## src/rtl/page_xlate_pkg.sv

```systemverilog
package page_xlate_pkg;
  typedef enum logic [1:0] {
    ST_IDLE  = 2'd0,
    ST_FETCH = 2'd1,
    ST_WAIT  = 2'd2,
    ST_DONE  = 2'd3
  } xl_state_t;

  // entry flag positions
  localparam int unsigned FLAG_VALID = 0;
  localparam int unsigned FLAG_RD    = 1;
  localparam int unsigned FLAG_WR    = 2;
endpackage

```

## src/rtl/pxl_ctrl.sv

```systemverilog
module pxl_ctrl
  import page_xlate_pkg::*;
(
  input  logic clk,
  input  logic rst,
  input  logic req_valid,
  input  logic mem_rd_ready,
  input  logic rsp_valid,
  output logic req_ready,
  output logic accept,
  output logic rd_valid,
  output logic capture,
  output logic done
);
  xl_state_t state_q;

  always_ff @(posedge clk) begin
    if (rst) begin
      state_q <= ST_IDLE;
    end else begin
      unique case (state_q)
        ST_IDLE:  if (req_valid)    state_q <= ST_FETCH;
        ST_FETCH: if (mem_rd_ready) state_q <= ST_WAIT;
        ST_WAIT:  if (rsp_valid)    state_q <= ST_DONE;
        ST_DONE:                    state_q <= ST_IDLE;
        default:                    state_q <= ST_IDLE;
      endcase
    end
  end

  always_comb begin
    req_ready = (state_q == ST_IDLE);
    accept    = req_ready && req_valid;
    rd_valid  = (state_q == ST_FETCH);
    capture   = (state_q == ST_WAIT) && rsp_valid;
    done      = (state_q == ST_DONE);
  end


  fetch_hold_chk: assert property (@(posedge clk) disable iff (rst)
    rd_valid && !mem_rd_ready |=> rd_valid);

  busy_ready_chk: assert property (@(posedge clk) disable iff (rst)
    rd_valid |-> !req_ready);

  done_pulse_chk: assert property (@(posedge clk) disable iff (rst)
    done |=> !done);
endmodule

```

## src/rtl/pxl_check.sv

```systemverilog
module pxl_check
  import page_xlate_pkg::*;
#(
  parameter int unsigned VA_W       = 32,
  parameter int unsigned PA_W       = 32,
  parameter int unsigned OFF_W      = 10,
  parameter int unsigned PTE_W      = 32,
  parameter bit          READ_CHECK = 1'b1
) (
  input  logic [PTE_W-1:0] pte,
  input  logic [VA_W-1:0]  vaddr,
  input  logic             is_write,
  output logic [PA_W-1:0]  paddr,
  output logic             miss,
  output logic             prot
);
  localparam int unsigned PFN_W = PA_W - OFF_W;

  logic [PFN_W-1:0] frame;
  logic             ent_valid;
  logic             rd_ok;
  logic             wr_ok;

  assign frame     = pte[PTE_W-1 -: PFN_W];
  assign ent_valid = pte[FLAG_VALID];
  assign wr_ok     = pte[FLAG_WR];

  generate
    if (READ_CHECK) begin : g_rd_chk
      assign rd_ok = pte[FLAG_RD];
    end else begin : g_rd_free
      assign rd_ok = 1'b1;
    end
  endgenerate

  always_comb begin
    miss  = !ent_valid;
    prot  = ent_valid && (is_write ? !wr_ok : !rd_ok);
    paddr = (miss || prot) ? '0 : {frame, vaddr[OFF_W-1:0]};
  end
endmodule

```

## src/rtl/page_xlate.sv

```systemverilog
module page_xlate
  import page_xlate_pkg::*;
#(
  parameter int unsigned VA_W   = 32,
  parameter int unsigned PA_W   = 32,
  parameter int unsigned OFF_W  = 10,
  parameter int unsigned PTE_W  = 32,
  parameter int unsigned MEM_AW = 32
) (
  input  logic              clk,
  input  logic              rst,
  input  logic              req_valid,
  output logic              req_ready,
  input  logic [VA_W-1:0]   req_vaddr,
  input  logic              req_write,
  input  logic [MEM_AW-1:0] ptbr,
  output logic              mem_rd_valid,
  input  logic              mem_rd_ready,
  output logic [MEM_AW-1:0] mem_rd_addr,
  input  logic              mem_rsp_valid,
  input  logic [PTE_W-1:0]  mem_rsp_data,
  output logic              res_done,
  output logic [PA_W-1:0]   res_paddr,
  output logic              res_miss,
  output logic              res_prot
);
  localparam int unsigned VPN_W = VA_W - OFF_W;

  logic              accept;
  logic              capture;
  logic [VA_W-1:0]   vaddr_q;
  logic              wr_q;
  logic [MEM_AW-1:0] ent_addr_q;
  logic [PA_W-1:0]   chk_paddr;
  logic              chk_miss;
  logic              chk_prot;
  logic [VPN_W-1:0]  vpn;

  assign vpn = req_vaddr[VA_W-1 -: VPN_W];

  pxl_ctrl u_ctrl (
    .clk          (clk),
    .rst          (rst),
    .req_valid    (req_valid),
    .mem_rd_ready (mem_rd_ready),
    .rsp_valid    (mem_rsp_valid),
    .req_ready    (req_ready),
    .accept       (accept),
    .rd_valid     (mem_rd_valid),
    .capture      (capture),
    .done         (res_done)
  );

  always_ff @(posedge clk) begin
    if (rst) begin
      vaddr_q    <= '0;
      wr_q       <= 1'b0;
      ent_addr_q <= '0;
    end else if (accept) begin
      vaddr_q    <= req_vaddr;
      wr_q       <= req_write;
      ent_addr_q <= ptbr + MEM_AW'(vpn);
    end
  end

  assign mem_rd_addr = ent_addr_q;

  pxl_check #(
    .VA_W  (VA_W),
    .PA_W  (PA_W),
    .OFF_W (OFF_W),
    .PTE_W (PTE_W)
  ) u_check (
    .pte      (mem_rsp_data),
    .vaddr    (vaddr_q),
    .is_write (wr_q),
    .paddr    (chk_paddr),
    .miss     (chk_miss),
    .prot     (chk_prot)
  );

  always_ff @(posedge clk) begin
    if (rst) begin
      res_paddr <= '0;
      res_miss  <= 1'b0;
      res_prot  <= 1'b0;
    end else if (capture) begin
      res_paddr <= chk_paddr;
      res_miss  <= chk_miss;
      res_prot  <= chk_prot;
    end
  end


  rd_addr_stable_chk: assert property (@(posedge clk) disable iff (rst)
    mem_rd_valid && !mem_rd_ready |=> $stable(mem_rd_addr));

  result_hold_chk: assert property (@(posedge clk) disable iff (rst)
    !capture |=> $stable(res_paddr) && $stable(res_miss) && $stable(res_prot));

  fault_excl_chk: assert property (@(posedge clk) disable iff (rst)
    res_done |-> !(res_miss && res_prot));

  stray_rsp_chk: assert property (@(posedge clk) disable iff (rst)
    mem_rsp_valid && (req_ready || mem_rd_valid) |=> !res_done);
endmodule

```

## config.mk

```make
export PLATFORM = sky130hd
export DESIGN_NAME = page_xlate
export DESIGN_NICKNAME = d
export VERILOG_FILES = /design/src/rtl/page_xlate_pkg.sv /design/src/rtl/pxl_ctrl.sv /design/src/rtl/pxl_check.sv /design/src/rtl/page_xlate.sv
export SDC_FILE = /design/constraint.sdc
export NUM_CORES = 1
export LEC_CHECK = 0
export BUFFER_PORTS_ARGS = -buffer_cell sky130_fd_sc_hd__buf_2
export CORE_UTILIZATION = 54
export CTS_BUF_LIST = sky130_fd_sc_hd__clkbuf_2 sky130_fd_sc_hd__clkbuf_4 sky130_fd_sc_hd__clkbuf_8
export DETAILED_ROUTE_END_ITERATION = 8
export PLACE_DENSITY = 0.92
export SLEW_MARGIN = 20
export SYNTH_ARGS = -nofsm -noshare
export SYNTH_HDL_FRONTEND = slang
export SYNTH_SLANG_ARGS = --single-unit
```

## constraint.sdc

```tcl
create_clock -name clk -period 4.5 [get_ports clk]
set_clock_uncertainty 0.05 [all_clocks]
set_input_delay 0.9 -clock clk [delete_from_list [all_inputs] [get_ports clk]]
set_output_delay 0.9 -clock clk [all_outputs]
set_load 0.03 [all_outputs]
```

## After elaboration in Yosys (flattened, before gate mapping)

Index checks and enable logic that the tools add are counted.

| storage, ports and cells | value |
|---|---|
| latch bits | 0 |
| memories kept | 0 |
| RAM bits | 0 |
| memory bits (read-only) | 0 |
| flip-flop bits (word level) | 79 |
| logic and storage cells | 29 |

| cells by class | value |
|---|---|
| magnitude comparators | 0 |
| divide/modulo/power cells | 0 |
| multiply operators | 0 |
| bitwise operators | 0 |
| reductions and logical operators | 9 |
| muxes and demuxes | 6 |
| $add $sub $neg | 1 |
| shift-type cells | 0 |
| equal/unequal tests | 6 |

Operators by type and width:

| kind | number |
|---|---|
| $add 32x22->32 | 1 |
| $mux 32 | 1 |
| $pmux 2 s4 | 1 |
| $mux 2 | 3 |
| $eq 2x2->1 const B | 2 |
| $ne 2x2->1 const B | 2 |
| $logic_and 1x1->1 | 3 |
| $logic_not 1->1 | 3 |
| $reduce_and 3->1 | 1 |
| $eq 2x1->1 const B | 1 |
| $logic_not 2->1 | 1 |
| $ne 2x1->1 const B | 1 |
| $logic_or 1x1->1 | 1 |
| $mux 1 | 1 |

## Logic depth before layout (Yosys ltp)

| depth | value |
|---|---|
| word-level depth | 5 |
| depth in mapped cells | 9 |
| mapped depth without buffers | 9 |

## Modules after synthesis

A second synthesis with hierarchy kept.

| second synthesis, totals | value |
|---|---|
| cell total of the unflattened synthesis | 609 |
| area, all modules | 5,494.0 um^2 |

By module, submodules not included:

| module | instances | seq. area each (um^2) | cells each | area an instance (um^2) |
|---|---|---|---|---|
| page_xlate | 1 | 1,981.9 | 548 | 5,038.6 |
| pxl_check | 1 | 0.0 | 41 | 271.5 |
| pxl_ctrl | 1 | 40.0 | 20 | 183.9 |

## Worst setup path after synthesis

OpenSTA, ideal clock, no wires.

| timing path | value |
|---|---|
| kind | input to register |
| from | input port req_vaddr[10] |
| to | register ent_addr_q[22], in the netlist mem_rd_addr[22] |
| data arrival time | 3,006 ps |
| buffers on the path | 0 |
| data required time | 4,364 ps |
| path slack | 1,358 ps |
| cell stages on the path | 9 |
| cells stage by stage | ha_1 fa_1 a21o_1 a221o_2 a31o_2 a31oi_4 a22oi_2 xnor2_1 a211oi_1 |

| between the ends | value |
|---|---|
| word-level cells in the longest chain between the ends | 1 |

RTL lines:

| item | RTL line | source |
|---|---|---|
| start, declared | page_xlate.sv:14 | `input logic [VA_W-1:0] req_vaddr,` |
| $add 32x22->32 | page_xlate.sv:62 | `ent_addr_q <= ptbr + MEM_AW'(vpn);` |
| end signal, assigned | page_xlate.sv:62 |  |
| end, declared | page_xlate.sv:33 | `logic [MEM_AW-1:0] ent_addr_q;` |

No other way between the ends.
A chain may end at the register's enable or synchronous reset.

## Worst setup path after layout

| timing path | value |
|---|---|
| from | input port req_vaddr[10] |
| to | register ent_addr_q[28], in the netlist mem_rd_addr[28] |

Same word-level chain as after synthesis.

==> metrics.yaml <==
status:
  status: "completed"
setup_path:
  cp_data_arrival_time_ns: 3.28
  cp-start-kind: "input port"
  required_ns: 4.66
  r2r_cells: 6
  path_class: "input port to flop"
  critPathCaptureType: "flop"
  path_max_fanout: 4
  r2r_slack_ns: 2.20
logic_synthesis:
  synth_top_area_share_pct: 37.2
  ys_ff_latch: 79
  synth-warning-count: 0
  synth_top_area_cell: "dfxtp_1"
  synth_edf_count: 0
  synthTopCellsByCount: "79 x dfxtp_1, 70 x nand2_1, 57 x nor2_1"
  ys.flop_type: "dfxtp_1"
  yosysMostFrequentCell: "dfxtp_1"
  ys_seq_area_share_pct: 37.2
  syn_inst: 522
  async_reset_ff_share_pct: 0
  syn_nets: 651
  ys_types: 53
  synth_area_leaders: "dfxtp_1 37%, ha_1 7.6%, nand2_1 6.2%, a21oi_1 5.9%, a22oi_1 5.8%"
  synth_area_per_cell_sq_um: 8.15
  synth_area_sq_um: 4250
global_route:
  antenna_found_initial: 0
  grt_pass1_wl_mm: 18.3
  grt_overflow: 0
  grt_max_degree: 55
  grt_usage_pct: 27.2
  grt_pass1_vias: 4055
power:
  ir_worst_vdd_uv: 204
  leakagePower_nw: 2.45
  p_per_area_nw_per_um2: 431
finish:
  fin_nets: 793
  area_delta_synth_final_pct: 24.3
  instances_no_fill: 768
  diodes: 0
  drive_gt1_share_pct: 29.1
clock_tree:
  h-tree-depth: 3
  ctsResizeCount: 0
  clk_latency_ns: 0.35
  postCtsHoldBufs: 0
  numCtsBuffers: 9
  root_buffer: "clkbuf_8"
  max-clock-path-buffers: 2
  cts.sinks: 79
  cts_setup_buffers: 0
  cts_tree: "yes"
  clk_pin_slew_worst_paths_ns: 0.08
die:
  coreArea_sq_um: 7450
  die_h_um: 90.8
  die_x_um: 90.8
  start_util_pct: 57.1
  ios: 171
  num_rows: 31
  die_area_sq_um: 8240
timing:
  maxSlewHeadroom_pct: 28.4
  fin_crit_sh_pct: 69.2
  hold_violations: 0
  worst_slew_pin_slew_ns: 1.07
  fin_tns_setup_ns: 0
  setup_viol: 0
  slew_violations: 0
  layout_min_cycle_time_ns: 3.11
  max_clock_freq_mhz: 321
  rsz0062_at_grt: "false"
flow_run:
  maxCapViolations: 0
worst_hold_path:
  whs_path_depth: 2
  min_path_type: "flop to flop"
drt:
  drtPass1Iterations: 4
  drtIter0Drc: 156
  wire_per_inst_um: 14.8
  drc: 0
  vias: 4363
  vias_per_cell: 5.68
  routed_wl_mm: 11.3
  drtAntennaViolNets: 0
placed_design:
  place_inst: 752
  portBuffers: 163
  gp_congestion: 0.953
  dp_hpwl_mm: 8.60
==> placed cells by master (no fill, tap or decap), drive strengths merged, types with 2 or more instances in the layout <==
cell	Yosys	routed
a211o	2	2
a211oi	10	10
a21o	4	4
a21oi	50	50
a221oi	3	3
a22oi	34	34
a31o	2	2
a31oi	6	6
and2	5	5
and3	12	12
buf	6	166
clkbuf	29	10
clkinvlp	0	2
dfxtp	79	79
ha	26	26
inv	11	13
mux2i	4	4
nand2	70	70
nand2b	2	2
nand3	11	11
nand3b	6	6
nand4	4	4
nor2	57	57
nor2b	5	5
nor3	7	7
nor4	2	2
o2111ai	4	4
o211ai	4	4
o21a	7	7
o21ai	21	21
o21bai	2	2
o22ai	2	2
o311ai	2	2
xnor2	11	11
xor2	13	13
==> per-layer routing <==
metal	vias up	routed length, um	track usage (%)
li1	2143	-	-
met1	2008	4820	32.3
met2	188	5540	48.8
met3	24	708	4.38
met4	0	280	10.3
met5	-	0	0
==> path summary, 6_finish.rpt <==
kind	from	to
setup / recovery	req_vaddr[10]	mem_rd_addr[28]$_SDFFE_PP0P_
hold / removal	vaddr_q[2]$_SDFFE_PP0P_	vaddr_q[2]$_SDFFE_PP0P_
setup reg to reg	u_ctrl.state_q[1]$_SDFFE_PP0P_	mem_rd_addr[23]$_SDFFE_PP0P_
hold reg to reg	vaddr_q[2]$_SDFFE_PP0P_	vaddr_q[2]$_SDFFE_PP0P_
==> report_power, final <==
| group | switching (mW) | internal, mW | leakage (nW) |
|---|---|---|---|
| combinational | 0.588 | 0.286 | 1.71 |
| sequential | 0.0636 | 0.807 | 0.644 |
| clock | 0.267 | 0.265 | 0.0967 |
==> sequential cells by signal, indices dropped and copies added, names as in the netlist <==
register,count
mem_rd_addr,32
res_paddr,32
vaddr_q,10
u_ctrl.state_q,2
res_miss,1
res_prot,1
wr_q,1
==> per-stage QoR <==
stage          setup slack [ns]  hold slack [ns]  total power [mW]  cell area [sq um]  utilization [%]
2_1_floorplan              1.36            0.386              1.50               4250                -
3_5_place_dp               1.06            0.397              1.75               5080             68.2
6_report                   1.39            0.406              2.28               5290             71.0
3_3_place_gp               1.09            0.387              1.73               5080             68.2
4_1_cts                    1.41            0.408              2.28               5280             70.9
5_1_grt                    1.28            0.432              2.41               5290             71.0
==> kinds of logic (layout without fill, tap and decap cells) <==
kind of cell    Yosys count  after routing  share of synthesized area [%]
simple gates            185            185                           19.6
buf+inv                  46            193                           4.18
fa+ha+maj                27             27                           8.12
mux                       4              4                          0.941
xor+xnor                 24             24                           4.94
flops                    79             79                           37.2
compound gates          157            157                           25.1
==> worst max-delay path, cell delays in order <==
cell and delay (ns):
buf_2 0.10, ha_1 0.21, fa_1 0.41, a21o_1 0.20, a221o_2 0.39, a211oi_2 0.37, o311ai_2 0.19, o2111ai_2 0.21
xor2_1 0.19, a211oi_1 0.09
==> area by class of cell <==
cell class,instances,area [sq um]
Clock inverter,6,67.6
Sequential cell,79,1580
Clock buffer,10,131
Tap cell,99,124
Inverter,11,41.3
Fill cell,621,2160
Timing Repair Buffer,166,838
Multi-Input combinational cell,397,2500
No activity file was read; power rests on OpenSTA's default activity.
